$ cat config.mk
export PLATFORM = sky130hd
export DESIGN_NAME = txring_dma
export DESIGN_NICKNAME = d
export VERILOG_FILES = /design/src/rtl/txring_pkg.sv /design/src/rtl/txring_byte_pick.sv /design/src/rtl/txring_next.sv /design/src/rtl/txring_dma.sv
export SDC_FILE = /design/constraint.sdc
export NUM_CORES = 1
export LEC_CHECK = 0
export BUFFER_PORTS_ARGS = -buffer_cell sky130_fd_sc_hd__buf_2
export CAP_MARGIN = 20
export CORE_ASPECT_RATIO = 0.75
export CORE_MARGIN = 2
export CORE_UTILIZATION = 34
export CTS_CLUSTER_DIAMETER = 120
export DETAILED_ROUTE_END_ITERATION = 16
export PLACE_DENSITY = 0.66
export SETUP_SLACK_MARGIN = 0.02
export SYNTH_ARGS = -nofsm -noshare
export SYNTH_HDL_FRONTEND = slang
export SYNTH_SLANG_ARGS = --single-unit
export TNS_END_PERCENT = 10
$ cat constraint.sdc
create_clock -name clk -period 2.5 [get_ports clk]
set_input_delay 0.5 -clock clk [delete_from_list [all_inputs] [get_ports clk]]
set_output_delay 0.5 -clock clk [all_outputs]
set_load 0.1 [all_outputs]
$ cat src/rtl/txring_pkg.sv
package txring_pkg;
    typedef enum logic [2:0] {
        ST_IDLE,
        ST_HDR,
        ST_PTR,
        ST_FETCH,
        ST_SEND,
        ST_RETIRE
    } tx_state_e;
endpackage

$ cat src/rtl/txring_byte_pick.sv
module txring_byte_pick #(
    parameter int DW   = 32,
    parameter int IDXW = $clog2(DW / 8)
) (
    input  logic [DW-1:0]   word_i,
    input  logic [IDXW-1:0] idx_i,
    output logic [7:0]      byte_o
);
    localparam int NB = DW / 8;

    logic [7:0] lanes [NB];

    for (genvar g = 0; g < NB; g++) begin : g_lane
        assign lanes[g] = word_i[8*g +: 8];
    end

    assign byte_o = lanes[idx_i];
endmodule

$ cat src/rtl/txring_next.sv
module txring_next #(
    parameter int AW     = 32,
    parameter int STRIDE = 8
) (
    input  logic [AW-1:0] cur_i,
    input  logic [AW-1:0] base_i,
    input  logic          wrap_i,
    output logic [AW-1:0] next_o
);
    assign next_o = wrap_i ? base_i : cur_i + AW'(STRIDE);
endmodule

$ cat src/rtl/txring_dma.sv
module txring_dma
    import txring_pkg::*;
#(
    parameter int AW = 32,
    parameter int DW = 32,
    parameter int LW = 16
) (
    input  logic          clk,
    input  logic          rst_n,
    input  logic [AW-1:0] base_i,
    input  logic          kick_i,
    output logic          busy_o,
    output logic          irq_o,
    output logic          err_o,
    output logic          mem_req_o,
    output logic          mem_we_o,
    output logic [AW-1:0] mem_addr_o,
    output logic [DW-1:0] mem_wdata_o,
    input  logic [DW-1:0] mem_rdata_i,
    input  logic          mem_ack_i,
    input  logic          mem_err_i,
    output logic          tx_valid_o,
    output logic [7:0]    tx_data_o,
    output logic          tx_last_o,
    input  logic          tx_ready_i
);
    localparam int BYTES    = DW / 8;
    localparam int IDXW     = $clog2(BYTES);
    localparam int STRIDE   = 2 * BYTES;
    localparam int OWN_POS  = DW - 1;
    localparam int WRAP_POS = DW - 2;

    typedef struct packed {
        tx_state_e       st;
        logic [AW-1:0]   cur;
        logic            fresh;
        logic [DW-1:0]   hdr;
        logic [AW-1:0]   ptr;
        logic [LW-1:0]   left;
        logic [DW-1:0]   word;
        logic [IDXW-1:0] idx;
        logic            irq;
        logic            err;
    } regs_t;

    regs_t q, d;
    logic [AW-1:0] next_desc;
    logic [7:0]    lane_byte;

    txring_next #(.AW(AW), .STRIDE(STRIDE)) u_next (
        .cur_i  (q.cur),
        .base_i (base_i),
        .wrap_i (q.hdr[WRAP_POS]),
        .next_o (next_desc)
    );

    txring_byte_pick #(.DW(DW)) u_pick (
        .word_i (q.word),
        .idx_i  (q.idx),
        .byte_o (lane_byte)
    );

    always_comb begin
        d           = q;
        d.irq       = 1'b0;
        mem_req_o   = 1'b0;
        mem_we_o    = 1'b0;
        mem_addr_o  = q.cur;
        mem_wdata_o = q.hdr & ~(DW'(1) << OWN_POS);
        tx_valid_o  = 1'b0;
        tx_last_o   = 1'b0;
        tx_data_o   = lane_byte;

        case (q.st)
            ST_IDLE: begin
                if (kick_i) begin
                    d.st = ST_HDR;
                    if (q.fresh) begin
                        d.cur   = base_i;
                        d.fresh = 1'b0;
                    end
                end
            end
            ST_HDR: begin
                mem_req_o = 1'b1;
                if (mem_ack_i) begin
                    d.hdr  = mem_rdata_i;
                    d.left = mem_rdata_i[LW-1:0];
                    if (!mem_rdata_i[OWN_POS]) begin
                        d.st = ST_IDLE;
                    end else if (mem_rdata_i[LW-1:0] == '0) begin
                        d.st = ST_RETIRE;
                    end else begin
                        d.st = ST_PTR;
                    end
                end
            end
            ST_PTR: begin
                mem_req_o  = 1'b1;
                mem_addr_o = q.cur + AW'(BYTES);
                if (mem_ack_i) begin
                    d.ptr = mem_rdata_i[AW-1:0] & ~AW'(BYTES - 1);
                    d.st  = ST_FETCH;
                end
            end
            ST_FETCH: begin
                mem_req_o  = 1'b1;
                mem_addr_o = q.ptr;
                if (mem_ack_i) begin
                    d.word = mem_rdata_i;
                    d.idx  = '0;
                    d.ptr  = q.ptr + AW'(BYTES);
                    d.st   = ST_SEND;
                end
            end
            ST_SEND: begin
                tx_valid_o = 1'b1;
                tx_last_o  = (q.left == LW'(1));
                if (tx_ready_i) begin
                    d.left = q.left - LW'(1);
                    d.idx  = q.idx + IDXW'(1);
                    if (q.left == LW'(1)) begin
                        d.st = ST_RETIRE;
                    end else if (q.idx == IDXW'(BYTES - 1)) begin
                        d.st = ST_FETCH;
                    end
                end
            end
            ST_RETIRE: begin
                mem_req_o = 1'b1;
                mem_we_o  = 1'b1;
                if (mem_ack_i) begin
                    d.irq = 1'b1;
                    d.cur = next_desc;
                    d.st  = ST_HDR;
                end
            end
            default: d.st = ST_IDLE;
        endcase

        if (mem_req_o && mem_err_i) begin
            d.st  = ST_IDLE;
            d.err = 1'b1;
            d.irq = 1'b0;
        end
    end

    always_ff @(posedge clk or negedge rst_n) begin
        if (!rst_n) begin
            q       <= '0;
            q.st    <= ST_IDLE;
            q.fresh <= 1'b1;
        end else begin
            q <= d;
        end
    end

    assign busy_o = (q.st != ST_IDLE);
    assign irq_o  = q.irq;
    assign err_o  = q.err;
endmodule

# Word level (Yosys, flattened, before mapping)
# Index checks and enable logic that the tools add are counted.
dict set report classes {
  bitwise 1
  eq_ne 21
  addsub 5
  n_mux 35
  reduce_logical 17
  magnitude_cmp 1
}
# op count
set op_table {}
lappend op_table {{case mux 32 bit (2 select lines)} 3}
lappend op_table {{two-way mux 32 bit} 3}
lappend op_table {{adder 32 x 3 -> 32 bit, second input constant} 2}
lappend op_table {{two-way mux 36 bit} 1}
lappend op_table {{two-way mux 35 bit} 1}
lappend op_table {{two-way mux 33 bit} 1}
lappend op_table {{adder 32 x 4 -> 32 bit, second input constant} 1}
lappend op_table {{two-way mux 16 bit} 2}
lappend op_table {{case mux 16 bit (2 select lines)} 1}
lappend op_table {{two-way mux 3 bit} 9}
lappend op_table {{!= test 3 bit, second input constant} 6}
lappend op_table {{case mux 3 bit (6 select lines)} 1}
lappend op_table {{binary-select mux 8 bit (select 2 bit)} 1}
lappend op_table {{equality test 16 x 1 -> 1 bit, second input constant} 1}
lappend op_table {{zero test 16 bit} 1}
lappend op_table {{two-way mux 8 bit} 2}
lappend op_table {{subtractor 16 x 1 -> 16 bit, second input constant} 1}
lappend op_table {{!= test 2 bit, second input constant} 7}
lappend op_table {{AND reduction 3 bit} 3}
lappend op_table {{nonzero test 2 bit} 4}
lappend op_table {{AND reduction 7 bit} 1}
lappend op_table {{equality test 3 x 2 -> 1 bit, second input constant} 2}
lappend op_table {{equality test 3 bit, second input constant} 2}
lappend op_table {{two-way mux 1 bit} 6}
lappend op_table {{14 further kinds} 18}
dict set report totals {
  register_bits 151
  in_bits 70
  elab_cells 90
  output_inout_bits 79
}

# Depth between registers and ports, before layout
dict set report depth {
  ltp_word 6
  depth_mapped 9
  depth_no_buf 7
}

# By module
# Synthesis repeated with hierarchy kept, for this count alone.
dict set report hier_totals {
  hier_cells 1156
  hier_area_um2 9873.2
}
# module area_per_inst_um2 seq_area_each_um2 cells_per_inst n_inst
set by_module_without_submodules {}
lappend by_module_without_submodules {txring_dma 8700.8 3729.8 978 1}
lappend by_module_without_submodules {txring_next 975.9 0.0 168 1}
lappend by_module_without_submodules {txring_byte_pick 196.4 0.0 10 1}

# Worst setup path after synthesis
# OpenSTA, ideal clock, no wires.
dict set report synth_path {
  path_kind {register to output}
  from {register q[120] (netlist bit)}
  to {output port mem_addr_o[20]}
  n_path_buf 0
  required_time_ps 2000
  stages_incl_launch_ff 7
  arrival_time_ps 3895
  setup_slack_ps -1895
  cell_sequence {dfrtp_1 -> ha_1 -> nand2_1 -> or4_1 -> nor2_1 -> a211oi_1 -> a311oi_1}
}
dict set report synth_via {
  elab_chain_len 2
}
# element line
set synth_lines {}
lappend synth_lines {{start, declared} txring_dma.sv:46} ;# regs_t q, d;
lappend synth_lines {{adder 32 x 3 -> 32 bit} txring_dma.sv:100} ;# mem_addr_o = q.cur + AW'(BYTES);
lappend synth_lines {{case mux 32 bit (2 select lines)} txring_dma.sv:74} ;# case (q.st)
lappend synth_lines {{end, declared} txring_dma.sv:17} ;# output logic [AW-1:0] mem_addr_o,
# No other way between the ends.

# Final worst setup path
dict set report layout_path {
  from {register q[129] (netlist bit)}
  to {output port mem_addr_o[24]}
}
# The elaborated chain is that of the path after synthesis.

==> impl_metrics.yaml <==
min_path:
  holdCritPathClass: "in2async"
timing:
  finalSetupViolCount: 25
  fin_tns_setup_ns: -6.52
  rsz0062_at_grt: "true"
  skew_ns: 0.0114
  finalCriticalPeriod_ns: 2.89
  maxSlewViolCount: 0
  relSlewSlack_pct: 61.6
  whs_ns: 0.0228
  hold_viol: 0
  worstMarginPinSlew_ns: 0.575
  fin_crit_sh_pct: 116
  max_freq_ghz: 0.346
  setup_slack_ns: -0.388
drt:
  vias: 9263
  drt_iter0_drc: 1041
  firstDrtPassIters: 5
  wl_um: 33600
  avgRoutedWirePerCell_um: 21.2
  via_per_inst: 5.85
  ant_nets: 0
  drc: 0
grt:
  grt_antenna_before_repair: 0
  overflow: 0
  grt_pass1_vias: 8881
  grt_util_all_layers_pct: 23.4
  grt_max_degree: 54
  grt_pass1_wl_um: 52200
setup_path:
  cp-start-kind: "register"
  arrival_ns: 2.39
  r2r-start: "q[37]"
  cp_max_fo: 5
  crit_chain: "nand2_2 > or4_4 > or3_4 > o22ai_1 > nor2_2 > buf_12"
  cp-end-kind: "primary output"
  timing.critical_path.slowest_cell_delay_ns: 0.60
  path_buf_inv: 1
  required_ns: 2.00
  worstSetupPathType: "reg2out"
  cp_top_family: "simple AND/OR/NAND/NOR gates"
  crit_start: "q[129]"
  cp_slowest_cell: "or4_4"
yosys:
  synthFlopType: "dfrtp_1"
  netlist_instances: 1050
  synth_area_um2: 9420
  syn-mean-instance-area_um2: 8.98
  synth.top_cell.area_share_pct: 39.3
  synthTopCellsByArea: "dfrtp_1 39%, mux2_2 7.5%, o21ai_0 5.2%, a21oi_1 4.8%, nand2_1 3.5%"
  yosysSeqAreaShare_pct: 39.6
  yosysWarnings: 0
  synth_edf_count: 0
  yosysTopAreaCell: "dfrtp_1"
  syn-num-nets: 1126
  synthArstFlopShare_pct: 100
  synth_cell_types: 79
  synth-seq-cells: 149
clock_network:
  numClockSinks: 149
  htreeDepth: 4
  tritoncts: "done"
  cts_made_buffers: 17
  ctsHoldBuffers: 0
  clock_latency_ns: 0.43
  clkTransAtPathRegs_ns: 0.06
  cts_max_path_buffers: 2
  root_buffer: "clkbuf_16"
place:
  numPortBuffers: 147
  hpwl_um: 24400
  dpl_worst_slack_ns: -0.128
  gp_congestion: 0.924
flow_run:
  max_cap_viol_count: 0
final_layout:
  layout-drive-gt1-share_pct: 36.3
  fin_util_pct: 46.0
  final_cell_mix: "144 x dfrtp_1, 110 x buf_2, 98 x buf_4"
  nets: 1295
  syn2layout_area_growth_pct: 32.5
  final_common_cell: "dfrtp_1"
floorplanning:
  num_io_pins: 149
  fp.dieH_um: 148
  dieArea_um2: 29100
  coreArea_um2: 27100
  chipWidth_um: 196
  rows: 52
  start_util_pct: 34.7
power:
  p_per_area_nw_per_um2: 1450
  leakage_nw: 5.23
  finalPower_mw: 18.1
  ir_drop_mv: 1.12
status:
  outcome: "finished, violations left"
  failed_checks: "negative setup slack"
flip-flops by register name, summed over array words and instances (netlist names):
| register | count |
|---|---|
| err_o | 1 |
| irq_o | 1 |
| mem_wdata_o | 31 |
| q | 116 |
power breakdown:
part	leakage [nW]	switching [mW]	total [mW]	internal (mW)
registers	1.84	1.01	4.44	3.43
clock network	0.278	1.06	2.61	1.55
logic	3.12	7.68	11.1	3.39
total	5.23	9.75	18.1	8.36
metal layers:
metal  vias to the layer above  global-route usage (%)  routed length, um
met1                      4563                    34.1              15500
met2                       426                    35.0              14800
met4                         0                    6.40                634
li1                       4239                       -                  -
met3                        35                    5.01               2650
met5                         -                       0                  0
worst paths after layout:
check,endpoint,slack (ns),cells after the start
worst max-delay path,mem_addr_o[24],-0.39,6
worst min-delay path,err_o,0.02,1
worst min register to register,err_o,0.46,1
max in group asynchronous,q[144],1.75,2
min in group clk,q[133],0.29,3
worst max register to register,q[50],0.21,6
kinds of logic after synthesis:
kind of cell               after synthesis  share of synthesized area, %
AOI/OAI and AO/OA                      323                          21.4
and+or+nand+nor                        348                          19.6
adders and majority gates                6                         0.797
muxes                                   84                          10.8
xor gates and xnor gates                 5                         0.465
other                                    1                        0.0398
DFF                                    149                          39.6
buffers and inverters                  134                          7.24
metrics by stage:
step	instances	cell area, um2
after global placement	1549	11500
final	1583	12500
after global routing	1582	12500
after CTS	1581	12300
after detailed placement	1549	11500
after floorplan	1050	9550
worst reg2reg max path: stages (launching register included):
cell and delay (ns):
dfrtp_1 0.42, inv_1 0.11, ha_1 0.22, or4b_2 0.65
nor4_1 0.41, a41oi_1 0.18, o22a_1 0.20
cell type report:
type	instances	area, um2
Clock inverter	10	121
Antenna cell	1	2.50
Sequential cell	149	3730
Fill cell	2579	14600
Clock buffer	21	470
Timing Repair Buffer	257	2180
Tap cell	351	439
Inverter	27	101
Multi-Input combinational cell	767	5440
repair_timing:
action | CTS | global route
endpoints found under the hold margin | 0 | 0
buffers inserted | 1 | 1
resized for setup | 42 | 41
pin swaps | 23 | 14
gates cloned | 0 | 0
setup endpoints to repair | 29 | 36
cells in the mapped netlist, types with 7 or more instances:
cell type  instances
nor4_1            17
nor2_1            60
dfrtp_1          148
o22ai_1           20
or4_1              7
a22oi_1           16
a21oi_1           91
a211oi_1           7
buf_2             11
mux2i_1           13
buf_1             11
o211ai_1           7
nand3_1           50
and3_1            14
buf_4             33
nand4_1           19
o21ai_0           98
inv_1             25
mux4_2             8
nand2_1           87
mux2_2            63
nor3_1            29
or3_1             18
clkbuf_1          46
a2bb2oi_1          7
a21o_1             7
a32oi_1           13
and2_1             9
(Power assumes the default switching activity.)
